===== src/rtl/cm_pkg.sv =====
package cm_pkg;
   typedef enum logic [7:0] {
      ST_BUSY   = 8'h00,
      ST_OK     = 8'h01,
      ST_BADMSG = 8'hFE,
      ST_BADIN  = 8'hFF
   } cm_stat_e;

   localparam int STAT_W = 8;
endpackage


===== src/rtl/cm_tick.sv =====
module cm_tick #(
   parameter int PERIOD = 64
) (
   input  logic clk,
   input  logic rst_n,
   output logic tick
);
   localparam int CW = (PERIOD > 2) ? $clog2(PERIOD) : 1;
   localparam logic [CW-1:0] LAST = CW'(PERIOD - 1);

   generate
      if (PERIOD < 2) begin : g_bad_period
         $error("cm_tick: PERIOD must be at least 2");
      end
   endgenerate

   logic [CW-1:0] cnt_q;

   always_ff @(posedge clk or negedge rst_n) begin
      if (!rst_n)             cnt_q <= '0;
      else if (cnt_q == LAST) cnt_q <= '0;
      else                    cnt_q <= cnt_q + 1'b1;
   end

   assign tick = (cnt_q == LAST);


   tick_gap_chk: assert property (@(posedge clk) disable iff (!rst_n)
      tick |=> !tick);
endmodule


===== src/rtl/cm_decode.sv =====
module cm_decode #(
   parameter int          NARG     = 8,
   parameter int          AW       = 32,
   parameter logic [31:0] ID_ADR   = 32'h03B1_0534,
   parameter logic [31:0] ST_ADR   = 32'h03B1_0980,
   parameter logic [31:0] ARG_BASE = 32'h03B1_09E0
) (
   input  logic [AW-1:0]           addr,
   output logic                    hit_id,
   output logic                    hit_st,
   output logic [NARG-1:0]         hit_arg,
   output logic [$clog2(NARG)-1:0] arg_idx
);
   localparam int SW = $clog2(NARG);

   generate
      if (ID_ADR == ST_ADR) begin : g_clash
         $error("cm_decode: ID and status addresses coincide");
      end
      if (NARG < 2) begin : g_narg
         $error("cm_decode: NARG must be at least 2");
      end
   endgenerate

   assign hit_id = (addr == AW'(ID_ADR));
   assign hit_st = (addr == AW'(ST_ADR));

   for (genvar i = 0; i < NARG; i++) begin : g_arg
      assign hit_arg[i] = (addr == AW'(ARG_BASE + 32'(4 * i)));
   end

   always_comb begin
      arg_idx = '0;
      for (int i = 0; i < NARG; i++) begin
         if (hit_arg[i]) arg_idx = SW'(i);
      end
   end
endmodule


===== src/rtl/cm_engine.sv =====
module cm_engine
   import cm_pkg::*;
#(
   parameter int          DW        = 32,
   parameter int          ID_LIMIT  = 8,
   parameter logic [31:0] RSVD_MASK = 32'h0000_0010,
   parameter int          TEST_ID   = 1,
   parameter bit          ARG_CHK   = 1'b1
) (
   input  logic [DW-1:0] cmd_id,
   input  logic [DW-1:0] arg0,
   output cm_stat_e      code,
   output logic          wr0,
   output logic [DW-1:0] res0
);
   logic id_ok;
   logic reject;

   generate
      if (ID_LIMIT > 32 || ID_LIMIT < 2) begin : g_lim
         $error("cm_engine: ID_LIMIT must be in 2..32");
      end
      if (ARG_CHK) begin : g_chk
         assign reject = (arg0 == {DW{1'b1}});
      end else begin : g_nochk
         assign reject = 1'b0;
      end
   endgenerate

   assign id_ok = (cmd_id != '0) && (cmd_id < DW'(ID_LIMIT))
                  && !RSVD_MASK[cmd_id[4:0]];
   assign res0  = arg0 + 1'b1;

   always_comb begin
      code = ST_OK;
      wr0  = 1'b0;
      if (!id_ok) begin
         code = ST_BADMSG;
      end else if (cmd_id == DW'(TEST_ID)) begin
         if (reject) code = ST_BADIN;
         else        wr0  = 1'b1;
      end
   end
endmodule


===== src/rtl/cmd_mailbox.sv =====
module cmd_mailbox
   import cm_pkg::*;
#(
   parameter int          DW        = 32,
   parameter int          HW        = 8,
   parameter int          NARG      = 8,
   parameter int          PERIOD    = 64,
   parameter logic [7:0]  IDX_OFS   = 8'hC4,
   parameter logic [7:0]  DAT_OFS   = 8'hC8,
   parameter logic [31:0] ID_ADR    = 32'h03B1_0534,
   parameter logic [31:0] ST_ADR    = 32'h03B1_0980,
   parameter logic [31:0] ARG_BASE  = 32'h03B1_09E0,
   parameter int          ID_LIMIT  = 8,
   parameter logic [31:0] RSVD_MASK = 32'h0000_0010,
   parameter int          TEST_ID   = 1,
   parameter bit          ARG_CHK   = 1'b1
) (
   input  logic          clk,
   input  logic          rst_n,
   input  logic          host_wr,
   input  logic          host_rd,
   input  logic [HW-1:0] host_addr,
   input  logic [DW-1:0] host_wdata,
   output logic [DW-1:0] host_rdata
);
   localparam int SW = $clog2(NARG);

   generate
      if (DW < STAT_W) begin : g_dw
         $error("cmd_mailbox: DW must hold a status byte");
      end
      if (IDX_OFS == DAT_OFS) begin : g_ofs
         $error("cmd_mailbox: index and data offsets coincide");
      end
   endgenerate

   logic [DW-1:0]     idx_q, id_q;
   logic [STAT_W-1:0] stat_q;
   logic [DW-1:0]     arg_q [NARG];
   logic              pend_q;

   logic              tick, hit_id, hit_st;
   logic [NARG-1:0]   hit_arg;
   logic [SW-1:0]     arg_idx;
   cm_stat_e          eng_code;
   logic              eng_wr;
   logic [DW-1:0]     eng_res;

   logic wr_idx, wr_dat, trig, done;

   cm_tick #(.PERIOD(PERIOD)) u_tick (
      .clk(clk), .rst_n(rst_n), .tick(tick)
   );

   cm_decode #(
      .NARG(NARG), .AW(DW), .ID_ADR(ID_ADR), .ST_ADR(ST_ADR), .ARG_BASE(ARG_BASE)
   ) u_dec (
      .addr(idx_q), .hit_id(hit_id), .hit_st(hit_st),
      .hit_arg(hit_arg), .arg_idx(arg_idx)
   );

   cm_engine #(
      .DW(DW), .ID_LIMIT(ID_LIMIT), .RSVD_MASK(RSVD_MASK),
      .TEST_ID(TEST_ID), .ARG_CHK(ARG_CHK)
   ) u_eng (
      .cmd_id(id_q), .arg0(arg_q[0]), .code(eng_code), .wr0(eng_wr), .res0(eng_res)
   );

   assign wr_idx = host_wr && (host_addr == HW'(IDX_OFS));
   assign wr_dat = host_wr && (host_addr == HW'(DAT_OFS));
   assign trig   = wr_dat && hit_id && !pend_q;
   assign done   = pend_q && tick;

   always_ff @(posedge clk or negedge rst_n) begin
      if (!rst_n) begin
         idx_q  <= '0;
         id_q   <= '0;
         pend_q <= 1'b0;
         stat_q <= ST_BUSY;
      end else begin
         if (wr_idx) idx_q <= host_wdata;
         if (trig)   id_q  <= host_wdata;
         if (done)      pend_q <= 1'b0;
         else if (trig) pend_q <= 1'b1;
         if (done)                 stat_q <= eng_code;
         else if (trig)            stat_q <= ST_BUSY;
         else if (wr_dat && hit_st) stat_q <= host_wdata[STAT_W-1:0];
      end
   end

   for (genvar i = 0; i < NARG; i++) begin : g_args
      if (i == 0) begin : g_w0
         always_ff @(posedge clk or negedge rst_n) begin
            if (!rst_n)                      arg_q[i] <= '0;
            else if (done && eng_wr)         arg_q[i] <= eng_res;
            else if (wr_dat && hit_arg[i])   arg_q[i] <= host_wdata;
         end
      end else begin : g_wn
         always_ff @(posedge clk or negedge rst_n) begin
            if (!rst_n)                    arg_q[i] <= '0;
            else if (wr_dat && hit_arg[i]) arg_q[i] <= host_wdata;
         end
      end
   end

   always_comb begin
      host_rdata = '0;
      if (host_rd) begin
         if (host_addr == HW'(IDX_OFS)) begin
            host_rdata = idx_q;
         end else if (host_addr == HW'(DAT_OFS)) begin
            if (hit_id)          host_rdata = id_q;
            else if (hit_st)     host_rdata = DW'(stat_q);
            else if (|hit_arg)   host_rdata = arg_q[arg_idx];
         end
      end
   end


   trig_clr_chk: assert property (@(posedge clk) disable iff (!rst_n)
      $rose(pend_q) |-> (stat_q == ST_BUSY));


   id_hold_chk: assert property (@(posedge clk) disable iff (!rst_n)
      pend_q |=> $stable(id_q));


   done_on_tick_chk: assert property (@(posedge clk) disable iff (!rst_n)
      $fell(pend_q) |-> $past(tick));


   test_ok_chk: assert property (@(posedge clk) disable iff (!rst_n)
      (pend_q && tick && eng_wr) |=> (arg_q[0] == $past(arg_q[0]) + 1'b1) && (stat_q == ST_OK));


   bad_keep_chk: assert property (@(posedge clk) disable iff (!rst_n)
      (pend_q && tick && !eng_wr && !(wr_dat && hit_arg[0])) |=> $stable(arg_q[0]));
endmodule


===== config.mk =====
export PLATFORM = sky130hd
export DESIGN_NAME = cmd_mailbox
export DESIGN_NICKNAME = d
export VERILOG_FILES = /design/src/rtl/cm_pkg.sv /design/src/rtl/cm_tick.sv /design/src/rtl/cm_decode.sv /design/src/rtl/cm_engine.sv /design/src/rtl/cmd_mailbox.sv
export SDC_FILE = /design/constraint.sdc
export NUM_CORES = 1
export LEC_CHECK = 0
export BUFFER_PORTS_ARGS = -buffer_cell sky130_fd_sc_hd__buf_2
export CORE_UTILIZATION = 40
export DETAILED_ROUTE_END_ITERATION = 8
export SYNTH_ARGS = -nofsm -noshare
export SYNTH_HDL_FRONTEND = slang
export SYNTH_SLANG_ARGS = --single-unit

===== constraint.sdc =====
create_clock -name clk -period 9.45 [get_ports clk]
set_input_delay 1.89 -clock clk [delete_from_list [all_inputs] [get_ports clk]]
set_output_delay 1.89 -clock clk [all_outputs]
set_load 0.03 [all_outputs]

After elaboration in Yosys (flattened, before gate mapping)

Memories as Yosys holds them, arrays and structs flattened.
Cells that the tools add are included.

Output and inout bits: 32
Word-level logic and storage cells: 90
Memory bits (read-only): 32
Memories kept: 1
Flip-flop bits (word level): 335

Add/sub/neg operators: 2
Equality and inequality tests: 15
Mux-type cells: 31
Reduce and logical (&&, ||, !) cells: 24
Bitwise logic cells: 1
$lt $le $gt $ge: 3

Memories:

| name             | depth | bits a word | rd ports | clocked after memory_dff | write ports | RTL line        | RTL |
|---|---|---|---|---|---|---|---|
| (name not given) | 32    | 1           | 1        | 0                        | 0           | cm_engine.sv:31 | `&& !RSVD_MASK[cmd_id[4:0]];` |

Operators by type and width:

| cell                    | count |
|---|---|
| $eq A32 B26 Y1 const B  | 10 |
| $mux W32                | 10 |
| $bmux W32 S3            | 1 |
| $mux W8                 | 6 |
| $add A32 B1 Y32 const B | 1 |
| $eq A32 B1 Y1 const B   | 1 |
| $eq A32 B32 Y1 const B  | 1 |
| $lt A32 B4 Y1 const B   | 1 |
| $reduce_bool A32 Y1     | 1 |
| $logic_and A1 B1 Y1     | 17 |
| $eq A8 B8 Y1 const B    | 2 |
| $mux W3                 | 4 |
| $reduce_or A8 Y1        | 1 |
| $mux W1                 | 7 |
| $add A6 B1 Y6 const B   | 1 |
| $eq A6 B6 Y1 const B    | 1 |
| $lt A5 B6 Y1 const B    | 1 |
| $mux W6                 | 1 |
| $ge A4 B4 Y1 const B    | 1 |
| $mux W2                 | 2 |
| $not A3 Y4              | 1 |
| $reduce_bool A2 Y1      | 2 |
| $reduce_bool A3 Y1      | 1 |
| $logic_not A1 Y1        | 2 |

Longest topological paths before layout

Depth in word-level cells: 18
Gate-level depth with buffers: 10

Cells and area by module

Synthesis repeated with hierarchy kept, for this count alone.

Cells, all modules: 1272
Area total of the unflattened synthesis: 16573.4 um^2

Modules (own cells, without submodules):

| module      | cells an instance | instances | seq. area each (um^2) | area an instance (um^2) |
|---|---|---|---|---|
| cmd_mailbox | 1103              | 1         | 8232.9                | 15259.6 |
| cm_engine   | 111               | 1         | 0.0                   | 793.3 |
| cm_decode   | 38                | 1         | 0.0                   | 277.8 |
| cm_tick     | 20                | 1         | 150.1                 | 242.7 |

Worst setup path before layout

No wires, ideal clock.

Path kind: input to output
Start point: input port host_addr[1]
End point: output port host_rdata[10]
Arrival: 4.469 ns
Stages: 7
Buffers on the path: 2
Slack: 3.091 ns
Cell sequence: nor4_1 -> nand4_1 -> inv_1 -> nand2_1 -> clkbuf_1 -> clkbuf_1 -> o41ai_1

Cells in the longest elaborated chain, start to end: 4
Elaborated cells between the ends (all ways): 5

Ends and longest elaborated chain:

| item            | RTL line           | RTL |
|---|---|---|
| start, declared | cmd_mailbox.sv:22  | `input logic [HW-1:0] host_addr,` |
| $eq A8 B8 Y1    | cmd_mailbox.sv:111 | `end else if (host_addr == HW'(DAT_OFS)) begin` |
| $mux W32        | cmd_mailbox.sv:111 |  |
| $mux W32 *      | cmd_mailbox.sv:109 | `if (host_addr == HW'(IDX_OFS)) begin` |
| $mux W32 *      | cmd_mailbox.sv:108 | `if (host_rd) begin` |
| end, declared   | cmd_mailbox.sv:24  | `output logic [DW-1:0] host_rdata` |

Every way passes the cells marked *; elsewhere a longest branch is shown, timed or not.

Worst setup path after layout

Start point: register idx_q[17]
End point: output port host_rdata[7]

Cells in the longest elaborated chain, start to end: 18
Elaborated cells between the ends (all ways): 28

Ends and longest elaborated chain:

| item                                         | RTL line           | RTL |
|---|---|---|
| start, declared                              | cmd_mailbox.sv:37  | `logic [DW-1:0] idx_q, id_q;` |
| start signal, assigned                       | cmd_mailbox.sv:81  | `if (wr_idx) idx_q <= host_wdata;` |
| $eq A32 B26 Y1                               | cm_decode.sv:29    | `assign hit_arg[i] = (addr == AW'(ARG_BASE + 32'(4 * i)));` |
| $mux W1                                      | cm_decode.sv:35    | `if (hit_arg[i]) arg_idx = SW'(i);` |
| $mux W2 (2 in series)                        | cm_decode.sv:35    |  |
| $mux W3 (4 in series)                        | cm_decode.sv:35    |  |
| $not A3 Y4 (not written as such)             | cmd_mailbox.sv:114 | `else if (\|hit_arg) host_rdata = arg_q[arg_idx];` |
| $bmux W32 S3                                 | cmd_mailbox.sv:114 |  |
| $mux W32 (not written as such) (2 in series) | cmd_mailbox.sv:114 |  |
| $mux W32                                     | cmd_mailbox.sv:114 |  |
| $mux W32                                     | cmd_mailbox.sv:113 | `else if (hit_st) host_rdata = DW'(stat_q);` |
| $mux W32 *                                   | cmd_mailbox.sv:112 | `if (hit_id) host_rdata = id_q;` |
| $mux W32 *                                   | cmd_mailbox.sv:111 |  |
| $mux W32 *                                   | cmd_mailbox.sv:109 |  |
| $mux W32 *                                   | cmd_mailbox.sv:108 |  |

Every way passes the cells marked *; elsewhere a longest branch is shown, timed or not. The select of a mux whose other input is x is not followed.

==> metrics.cfg <==
[outcome]
outcome=finished clean

[setup_path]
path_class=flip-flop to primary output
startpoint=idx_q[17]
critical_path_depth=9
critical-path-slowest-cell=or4_1
r2r_start=idx_q[17]
critPathMaxFanout=25
worst_r2r_path_depth=6
crit_required_ns=7.56
crit_family=simple AND/OR/NAND/NOR gates
crit_path_start_kind=flip-flop
endpoint_kind=primary output
crit_arrival_ns=5.12
max_stage_delay_ns=1.12
path_buf_inv=2
path_cells=nor4b_1, nand4_1, or4_1, buf_4, and2_1, a211oi_1, nor4_1, a221o_1, buf_2

[floorplanning]
start_util_pct=40.76
num_io_pins=76
die_area_sq_um=41480
die_h_um=203.7
placeableCoreArea_sq_um=39910
die_w_um=203.7
num_rows=73

[global_routing]
globalRouteOverflowTotal=0
grt_max_degree=179
grt_pass1_vias=12042
globalRouteTotalUtil_pct=23.02
antenna_found_initial=1
grt_pass1_wl_um=73580

[cells_and_area]
area_delta_synth_final_pct=12.81
layout-drive-gt1-share_pct=34.40
fillCellCount=3656
layout_commonest_cell=dfrtp_1
multiInputGateArea_sq_um=7440
final_cells=1964
final_cell_mix=dfrtp_1, mux2_2, nand2_1
n_antenna_cell=0
finish.net_count=1460
seq_area_sq_um=8383
postLayoutCellArea_sq_um=18350

[placed_design]
placedCellCount=1899
port_buffers=75
gp_congestion=0.9037
dp_hpwl_um=29980
preCtsSetupSlack_ns=2.613
placed_area_sq_um=17110

[synthesis]
ys_warn_count=0
synth-seq-area-share_pct=51.53
async_flop_share_pct=100.0
syn_area_sq_um=16270
synthTopCellsByArea=dfrtp_1, mux2_2, nand2_1, mux2i_1, nor2_1
synth.distinct_cells=63
netlist.area_leader.share_pct=51.53
synth-seq-cells=335
synth_area_leader_cell=dfrtp_1
synthCells=1383
synth_edf_count=0
syn-mean-instance-area_sq_um=11.76
ys.flop_type=dfrtp_1
synthesis.nets=1429

[route]
vias_per_cell=5.952
route.detailed.drc=0
dr_total_vias=11690
drt_iter0_drc=870
detail-route-antenna-nets=0
drt-pass1-iter-count=5
routedWlPerCell_um=23.58
routed_wl_um=46310

[cts]
path_clk_slew_ns=0.06
cts_tree=yes
clk_latency_ns=0.54
cts_setup_buffers=0
htree_levels=2
numCtsBuffers=38
cts_resized=0
hold_buffers=0
cts_sinks=335
clockRootBuffer=clkbuf_16
clock_path_buffers=3

[power]
power.leakage_uw=0.008375
ir_drop_mv=0.1091
p_per_area_nw_per_um2=164.1

[sta]
finalCriticalPeriod_ns=7.013
rsz0062_at_grt=false
setup_ws_ns=2.437
drv_slew=0
fmax_ghz=0.1426
worst_pin_slew_ns=1.098
finClkSkew_ns=0.01893
slew_headroom_pct=26.50
fin_setup_tns_ns=0
fin_crit_sh_pct=74.21
hold_viol_final=0
setup_violations=0

[min_path]
hold_start=arg_q[100]
hold_depth=1
hold_class=flip-flop to flip-flop

[run]
drv.max_cap_violation_count=0

==> final cells by class <==
| cell class | instances | share of cell area (%) |
|---|---|---|
| sequential | 335 | 45.68 |
| multi-input combinational | 929 | 40.54 |
| clock buffer | 54 | 5.945 |
| tap | 525 | 3.579 |
| timing repair buffer | 103 | 3.313 |
| clock inverter | 11 | 0.8045 |
| inverter | 7 | 0.1432 |
==> routing by layer <==
layer / global-route usage (%) / wire length [um] / vias to the layer above
li1: - / - / 5213
met1: 32.62 / 21760 / 6125
met2: 36.42 / 21510 / 273
met3: 2.653 / 1680 / 77
met4: 7.975 / 1349 / 2
met5: 0 / 9 / -
==> metrics by stage <==
step	hold WS [ns]	utilization, %	total power (uW)
2_1_floorplan	0.4589	-	1507
3_3_place_gp	0.4727	42.88	1565
3_5_place_dp	0.4769	42.88	1566
4_1_cts	0.4902	45.98	3042
5_1_grt	0.5121	45.98	3109
6_report	0.4853	45.98	3012
==> where the power goes <==
group          internal (uW)  total [uW]  switching, uW
Clock                    885        1470            587
Sequential              1440        1450           9.03
Combinational           20.4        89.2           68.8
==> cell usage after synthesis, types with 2 or more instances <==
cell type	number
nor2b_1	2
a22oi_1	35
nor4b_1	3
nor3b_1	4
and3_1	15
xor2_1	3
buf_2	32
a21oi_1	18
o211ai_1	4
nor3_1	28
clkbuf_1	60
nand4_1	10
a21o_1	2
nor2_1	84
nand2_1	102
a221o_1	10
dfrtp_1	335
o21ai_0	21
o22ai_1	36
or3_1	7
nand2b_1	11
and2_1	9
mux2_2	309
a32oi_1	8
ha_1	2
o22a_1	6
or4_1	7
nor4_2	2
buf_4	5
nor3_2	3
buf_1	14
o41ai_1	23
nand3_1	37
nor4_1	25
and4_1	3
inv_1	6
mux2i_1	34
a32o_1	24
mux2_1	2
a211oi_1	17
or2_2	3
==> kinds of logic (layout without fill, tap and decap cells) <==
family / after synthesis / in the layout / synth area share, %
AOI/OAI and AO/OA: 210 / 210 / 9.775
DFF: 335 / 335 / 51.53
muxes: 345 / 345 / 23.62
xor gates and xnor gates: 4 / 4 / 0.2154
adders and majority gates: 2 / 2 / 0.1538
buffers and inverters: 119 / 175 / 3.153
and+or+nand+nor: 368 / 368 / 11.55
==> worst paths after layout <==
check / to / slack [ns]
hold / removal: arg_q[100] / 0.49
setup / recovery: host_rdata[7] / 2.44
max in group asynchronous: arg_q[74] / 6.60
min in group asynchronous: u_tick.cnt_q[2] / 1.32
hold reg to reg: arg_q[100] / 0.49
setup reg to reg: id_q[20] / 4.78
==> flip-flops by register name, summed over array words and instances, names as in the netlist <==
register / cells
pend_q: 1
arg_q: 256
id_q: 32
stat_q: 8
idx_q: 32
u_tick.cnt_q: 6
Power figures use the tool's default switching activity.
